$ cat config.mk
export PLATFORM = sky130hd
export DESIGN_NAME = uart_frame_tx
export DESIGN_NICKNAME = d
export VERILOG_FILES = /design/src/rtl/uart_tx_pkg.sv /design/src/rtl/uart_tx_fifo.sv /design/src/rtl/uart_tx_ctrl.sv /design/src/rtl/uart_tx_dp.sv /design/src/rtl/uart_frame_tx.sv
export SDC_FILE = /design/constraint.sdc
export NUM_CORES = 1
export LEC_CHECK = 0
export ABC_CLOCK_PERIOD_IN_PS = 3400
export BUFFER_PORTS_ARGS = -buffer_cell sky130_fd_sc_hd__buf_2
export CAP_MARGIN = 20
export CORE_MARGIN = 2
export CORE_UTILIZATION = 56
export DETAILED_ROUTE_END_ITERATION = 12
export GPL_TIMING_DRIVEN = 0
export HOLD_SLACK_MARGIN = 0.08
export PLACE_DENSITY = 0.86
export SLEW_MARGIN = 20
export SYNTH_ARGS = -nofsm -noshare
export SYNTH_HDL_FRONTEND = slang
export SYNTH_SLANG_ARGS = --single-unit
export TNS_END_PERCENT = 10
$ cat constraint.sdc
create_clock -name clk -period 3.4 [get_ports clk]
set_input_delay 0.17 -clock clk [delete_from_list [all_inputs] [get_ports clk]]
set_output_delay 0.17 -clock clk [all_outputs]
set_load 0.01 [all_outputs]
$ cat src/rtl/uart_tx_pkg.sv
package uart_tx_pkg;

  typedef struct packed {
    logic [1:0] charLen;
    logic [1:0] stopLen;
    logic       parityEn;
    logic       parityOdd;
    logic       txInvert;
    logic       ctsInvert;
    logic       flowEn;
    logic       nullSend;
  } txCfg_t;

  typedef enum logic [1:0] {
    LS_MARK,
    LS_START,
    LS_DATA,
    LS_PARITY
  } lineSel_t;

  typedef struct packed {
    logic     load;
    logic     useNull;
    logic     shift;
    lineSel_t lineSel;
  } txStrobe_t;

  typedef enum logic [2:0] {
    ST_IDLE,
    ST_START,
    ST_DATA,
    ST_PARITY,
    ST_STOP
  } txState_t;

endpackage

$ cat src/rtl/uart_tx_fifo.sv
module uart_tx_fifo #(
  parameter int DEPTH = 4,
  parameter int WIDTH = 8
) (
  input  logic             clk,
  input  logic             rstN,
  input  logic             clear,
  input  logic             pushValid,
  input  logic [WIDTH-1:0] pushData,
  output logic             pushReady,
  input  logic             pop,
  output logic [WIDTH-1:0] headData,
  output logic             empty
);
  localparam int AW = (DEPTH > 1) ? $clog2(DEPTH) : 1;
  localparam int CNTW = $clog2(DEPTH + 1);

  logic [WIDTH-1:0] mem [DEPTH];
  logic [AW-1:0]    wrPtr, rdPtr;
  logic [CNTW-1:0]  count;
  logic             doPush, doPop;

  assign pushReady = (count != CNTW'(DEPTH));
  assign empty     = (count == '0);
  assign doPush    = pushValid && pushReady && !clear;
  assign doPop     = pop && !empty && !clear;
  assign headData  = mem[rdPtr];

  function automatic logic [AW-1:0] nextPtr(input logic [AW-1:0] p);
    return (p == AW'(DEPTH - 1)) ? '0 : p + 1'b1;
  endfunction

  always_ff @(posedge clk) begin
    if (!rstN || clear) begin
      wrPtr <= '0;
      rdPtr <= '0;
      count <= '0;
    end else begin
      if (doPush) wrPtr <= nextPtr(wrPtr);
      if (doPop)  rdPtr <= nextPtr(rdPtr);
      case ({doPush, doPop})
        2'b10:   count <= count + 1'b1;
        2'b01:   count <= count - 1'b1;
        default: count <= count;
      endcase
    end
  end

  always_ff @(posedge clk) begin
    if (doPush) mem[wrPtr] <= pushData;
  end


  no_overflow_chk: assert property (@(posedge clk) disable iff (!rstN)
    count <= CNTW'(DEPTH));


  clear_empty_chk: assert property (@(posedge clk) disable iff (!rstN)
    clear |=> empty);

endmodule

$ cat src/rtl/uart_tx_ctrl.sv
module uart_tx_ctrl
  import uart_tx_pkg::*;
#(
  parameter int OS = 16
) (
  input  logic      clk,
  input  logic      rstN,
  input  txCfg_t    cfg,
  input  logic      baudTick,
  input  logic      fifoEmpty,
  input  logic      ctsIn,
  output txStrobe_t strobe,
  output logic      busy
);
  localparam int CW = $clog2(2 * OS);

  txState_t       state;
  logic [CW-1:0]  tickCnt;
  logic [2:0]     bitIdx;
  logic [3:0]     dataBits;
  logic [CW-1:0]  stopLast;
  logic           ctsOk, haveChar, bitEnd;

  assign ctsOk    = !cfg.flowEn || (ctsIn ^ cfg.ctsInvert);
  assign haveChar = !fifoEmpty || cfg.nullSend;
  assign dataBits = 4'd5 + {2'b00, cfg.charLen};
  assign bitEnd   = baudTick && (tickCnt == CW'(OS - 1));
  assign busy     = (state != ST_IDLE);

  always_comb begin
    case (cfg.stopLen)
      2'd2:    stopLast = CW'(OS + OS / 2 - 1);
      2'd3:    stopLast = CW'(2 * OS - 1);
      default: stopLast = CW'(OS - 1);
    endcase
  end

  always_comb begin
    strobe.load    = (state == ST_IDLE) && haveChar && ctsOk;
    strobe.useNull = fifoEmpty;
    strobe.shift   = (state == ST_DATA) && bitEnd;
    case (state)
      ST_START:  strobe.lineSel = LS_START;
      ST_DATA:   strobe.lineSel = LS_DATA;
      ST_PARITY: strobe.lineSel = LS_PARITY;
      default:   strobe.lineSel = LS_MARK;
    endcase
  end

  always_ff @(posedge clk) begin
    if (!rstN) begin
      state   <= ST_IDLE;
      tickCnt <= '0;
      bitIdx  <= '0;
    end else begin
      case (state)
        ST_IDLE: begin
          tickCnt <= '0;
          bitIdx  <= '0;
          if (strobe.load) state <= ST_START;
        end
        ST_START: begin
          if (baudTick) tickCnt <= bitEnd ? '0 : tickCnt + 1'b1;
          if (bitEnd) state <= ST_DATA;
        end
        ST_DATA: begin
          if (baudTick) tickCnt <= bitEnd ? '0 : tickCnt + 1'b1;
          if (bitEnd) begin
            if ({1'b0, bitIdx} == dataBits - 4'd1)
              state <= cfg.parityEn ? ST_PARITY : ST_STOP;
            else
              bitIdx <= bitIdx + 1'b1;
          end
        end
        ST_PARITY: begin
          if (baudTick) tickCnt <= bitEnd ? '0 : tickCnt + 1'b1;
          if (bitEnd) state <= ST_STOP;
        end
        ST_STOP: begin
          if (baudTick) begin
            if (tickCnt == stopLast) begin
              state   <= ST_IDLE;
              tickCnt <= '0;
            end else begin
              tickCnt <= tickCnt + 1'b1;
            end
          end
        end
        default: state <= ST_IDLE;
      endcase
    end
  end


  flow_hold_chk: assert property (@(posedge clk) disable iff (!rstN)
    (state == ST_IDLE && cfg.flowEn && !(ctsIn ^ cfg.ctsInvert)) |=> (state == ST_IDLE));


  stop_hold_chk: assert property (@(posedge clk) disable iff (!rstN)
    (state == ST_STOP && !baudTick) |=> (state == ST_STOP));


  bit_index_chk: assert property (@(posedge clk) disable iff (!rstN)
    (state == ST_DATA) |-> ({1'b0, bitIdx} < dataBits));

endmodule

$ cat src/rtl/uart_tx_dp.sv
module uart_tx_dp
  import uart_tx_pkg::*;
(
  input  logic       clk,
  input  logic       rstN,
  input  txCfg_t     cfg,
  input  txStrobe_t  strobe,
  input  logic [7:0] fifoData,
  output logic       txdOut
);
  logic [7:0] shiftReg;
  logic       parityBit;
  logic [7:0] charMask, nextChar;
  logic       lineRaw;

  assign charMask = 8'hFF >> (2'd3 - cfg.charLen);
  assign nextChar = (strobe.useNull ? 8'h00 : fifoData) & charMask;

  always_ff @(posedge clk) begin
    if (!rstN) begin
      shiftReg  <= '0;
      parityBit <= 1'b0;
    end else if (strobe.load) begin
      shiftReg  <= nextChar;
      parityBit <= (^nextChar) ^ cfg.parityOdd;
    end else if (strobe.shift) begin
      shiftReg  <= shiftReg >> 1;
    end
  end

  always_comb begin
    case (strobe.lineSel)
      LS_START:  lineRaw = 1'b0;
      LS_DATA:   lineRaw = shiftReg[0];
      LS_PARITY: lineRaw = parityBit;
      default:   lineRaw = 1'b1;
    endcase
  end

  assign txdOut = lineRaw ^ cfg.txInvert;


  start_low_chk: assert property (@(posedge clk) disable iff (!rstN)
    strobe.load |=> !lineRaw);

endmodule

$ cat src/rtl/uart_frame_tx.sv
module uart_frame_tx
  import uart_tx_pkg::*;
#(
  parameter int DEPTH = 4,
  parameter int OS    = 16
) (
  input  logic        clk,
  input  logic        rstN,
  input  logic        cfgWrEn,
  input  logic [31:0] cfgWrData,
  input  logic        baudTick,
  input  logic        inValid,
  input  logic [7:0]  inData,
  output logic        inReady,
  input  logic        ctsIn,
  output logic        txdOut,
  output logic        busy
);
  txCfg_t     cfg;
  txStrobe_t  strobe;
  logic       fifoEmpty, fifoClear;
  logic [7:0] headData;

  assign fifoClear = cfgWrEn && cfgWrData[10];

  always_ff @(posedge clk) begin
    if (!rstN) begin
      cfg         <= '0;
      cfg.charLen <= 2'd3;
      cfg.stopLen <= 2'd1;
    end else if (cfgWrEn) begin
      cfg.charLen   <= cfgWrData[1:0];
      cfg.stopLen   <= cfgWrData[3:2];
      cfg.parityEn  <= cfgWrData[4];
      cfg.parityOdd <= cfgWrData[5];
      cfg.txInvert  <= cfgWrData[6];
      cfg.ctsInvert <= cfgWrData[7];
      cfg.flowEn    <= cfgWrData[8];
      cfg.nullSend  <= cfgWrData[9];
    end
  end

  uart_tx_fifo #(.DEPTH(DEPTH), .WIDTH(8)) fifo (
    .clk(clk), .rstN(rstN), .clear(fifoClear),
    .pushValid(inValid), .pushData(inData), .pushReady(inReady),
    .pop(strobe.load && !strobe.useNull), .headData(headData), .empty(fifoEmpty)
  );

  uart_tx_ctrl #(.OS(OS)) ctrl (
    .clk(clk), .rstN(rstN), .cfg(cfg), .baudTick(baudTick),
    .fifoEmpty(fifoEmpty), .ctsIn(ctsIn), .strobe(strobe), .busy(busy)
  );

  uart_tx_dp dp (
    .clk(clk), .rstN(rstN), .cfg(cfg), .strobe(strobe),
    .fifoData(headData), .txdOut(txdOut)
  );

endmodule

==> metrics.cfg <==
[hold_path]
min-delay-start=inValid
hold_path_depth=3
min_path_type=in2reg
hold-path-endpoint=fifo.wrPtr[1]

[power]
power.leakage_nw=1.47
total_power_mw=2.44
power.density_nw_per_um2=626
max-vdd-ir-drop_mv=0.507

[synth]
netlist_area_sq_um=3260
ys_ff_latch=71
yosysTopAreaCell=edfxtp_1
synth_top_area_share_pct=29.5
post-synth-top-count-cell=dfxtp_1
avgSynthCellArea_sq_um=11.8
syn_inst=276
yosys.cell_types.count=50
ys_seq_area_share_pct=53.4
synth_top_flop_cell=dfxtp_1
syn_nets=332
ys_warn_count=0
synth_edf_count=32
synthArstFlopShare_pct=0
synth.top_cells.by_count=39 x dfxtp_1, 32 x edfxtp_1, 32 x nor2_1
synth_area_leaders=edfxtp_1 29%, dfxtp_1 24%, mux4_1 5.6%

[clocking]
cts_buffer_depth=2
cts_root_buffer=clkbuf_8
cts_setup_buffers=0
clk_pin_slew_ns=0.07
cts_tree=built
insertion_delay_ns=0.35
htree_levels=3
cts_sinks=71
ctsHoldBuffers=20
ctsResizeCount=0
cts_buffers=9

[final_layout]
fillers=401
finalNetCount=390
register_area_sq_um=1740
multi_input_area_sq_um=1410
area.growth.synth_to_final_pct=19.7
diodes=0
fin_area_sq_um=3900
drive_above_1_share_pct=15.3

[die]
num_rows=27
die_x_um=80.3
start_util_pct=58.5
coreArea_sq_um=5570
die_h_um=80.3
io_pins=49
die-area_sq_um=6450

[timing]
timing.final.crit_share_pct=82.4
slew_headroom_pct=47.8
setup_tns_ns=0
rsz0062_at_grt=false
fin_crit_ns=2.80
tightest_slew_ns=0.783
report.final.setup_viol=0
clock_skew_ns=0.00987
fmax_mhz=357
drv_slew=0
hold_viol_final=0

[route]
wirelength_um=6300
num_vias=2363
postRouteAntennaNets=0
drcViolationCount=0
wl_per_cell_um=15.3
first_pass_iters=5
viasPerCell=5.75
drtIter0Drc=114

[worst_setup_path]
startpoint_type=flop
worst-r2r-setup-slack_ns=0.60
r2r-start=ctrl.state[1]
critPathMaxFanout=9
r2r-end=fifo.count[2]
arrival_ns=3.08
cp-end-kind=flop
reg2reg_depth=11
crit_required_ns=3.68
critPathKind=reg2reg

[global_routing]
antenna_found_initial=0
first_global_vias=2461
grt_max_degree=14
gr-usage-all-layers_pct=22.3
grt_overflow=0
grt_pass1_wl_um=10800

[placed_design]
gp_congestion=0.854
hpwlAfterDp_um=4260
dpl-instance-area_sq_um=3480
portBuffers=27

[flow_run]
drv_cap=0

[run_status]
outcome=finished, final reports clean

[area by class of cell]
type                            count  share of cell area, %
Buffer                             11                   1.51
Clock buffer                       11                   3.37
Clock inverter                      5                   2.18
Inverter                           12                   1.15
Multi-Input combinational cell    182                   36.2
Sequential cell                    71                   44.6
Tap cell                           72                   2.31
Timing Repair Buffer               47                   8.60
[registers in the layout, summed over array words and instances (netlist names), named ones only]
signal and cells:
cfg 10, ctrl.bitIdx 3, ctrl.state 3, ctrl.tickCnt 5, dp.parityBit 1, dp.shiftReg 8, fifo.count 3, fifo.mem 32
fifo.rdPtr 2, fifo.wrPtr 2
[stage by stage]
stage               setup WS [ns]  std cells  hold slack [ns]  util [%]
floorplan                   0.847        276            0.232         -
global placement            0.654        375            0.380      62.5
detailed placement          0.628        375            0.384      62.5
CTS                         0.600        411           0.0887      70.0
global route                0.414        411           0.0957      70.0
finish                      0.600        411            0.107      70.0
[worst max path at each step]
stage,startpoint,endpoint,slack (ns),cells after the start
after global placement,ctrl.state[1],fifo.count[2],0.65,11
final,ctrl.state[1],fifo.count[2],0.60,11
after detailed placement,ctrl.state[1],fifo.count[2],0.63,11
after floorplan,ctrl.state[0],fifo.count[2],0.85,11
after CTS,ctrl.state[1],fifo.count[2],0.60,11
after global routing,ctrl.state[1],fifo.count[2],0.41,11
[cell families (layout without fill, tap and decap cells)]
logic type      Yosys count  count (layout)  share of synthesized area, %
compound gates           50              50                          10.2
xor+xnor                 17              17                          5.41
fa+ha+maj                11              11                          4.38
buf+inv                  23              86                          3.19
flops                    71              71                          53.4
mux                      23              23                          11.4
simple gates             81              81                          12.1
[critical path, cell delays in order (launching register included)]
cell	delay, ns
dfxtp_1	0.30
clkbuf_2	0.17
or3_4	0.42
a21oi_2	0.23
and3_1	0.19
clkbuf_1	0.19
ha_1	0.21
inv_1	0.06
fa_1	0.37
xor2_1	0.15
or3_1	0.30
a21oi_1	0.14
[metal layers]
metal / share of wire (%) / wire [um] / vias to the layer above / global-route usage, %
met2: 51 / 3240 / 74 / 39.0
met5: 0 / 0 / - / 0
li1: - / - / 1137 / -
met4: 1.9 / 117 / 0 / 9.32
met1: 42 / 2640 / 1135 / 24.9
met3: 4.8 / 301 / 17 / 7.19
[layout by cell type, fill, tap and decap left out, drive strengths merged, types with 2 or more instances in the layout]
cell	instances
and2	8
nor2	32
o21ai	10
edfxtp	32
nand4	2
a222oi	5
bufinv	2
o22ai	2
ha	9
xnor2	11
nand2	16
mux4	9
clkinv	2
nand3b	2
dlygate4sd3	20
xnor3	2
a41oi	2
nand3	2
a21oi	17
or3	4
and3	4
mux2i	13
nor3	4
xor2	4
inv	12
dfxtp	39
nor3b	2
a211oi	2
a31oi	4
clkbuf	18
buf	31
[power breakdown]
part	switching, mW	internal, mW
sequential	0.0547	0.977
clock	0.304	0.416
combinational	0.366	0.323
Note: power is estimated with default switching activity, not from simulation.
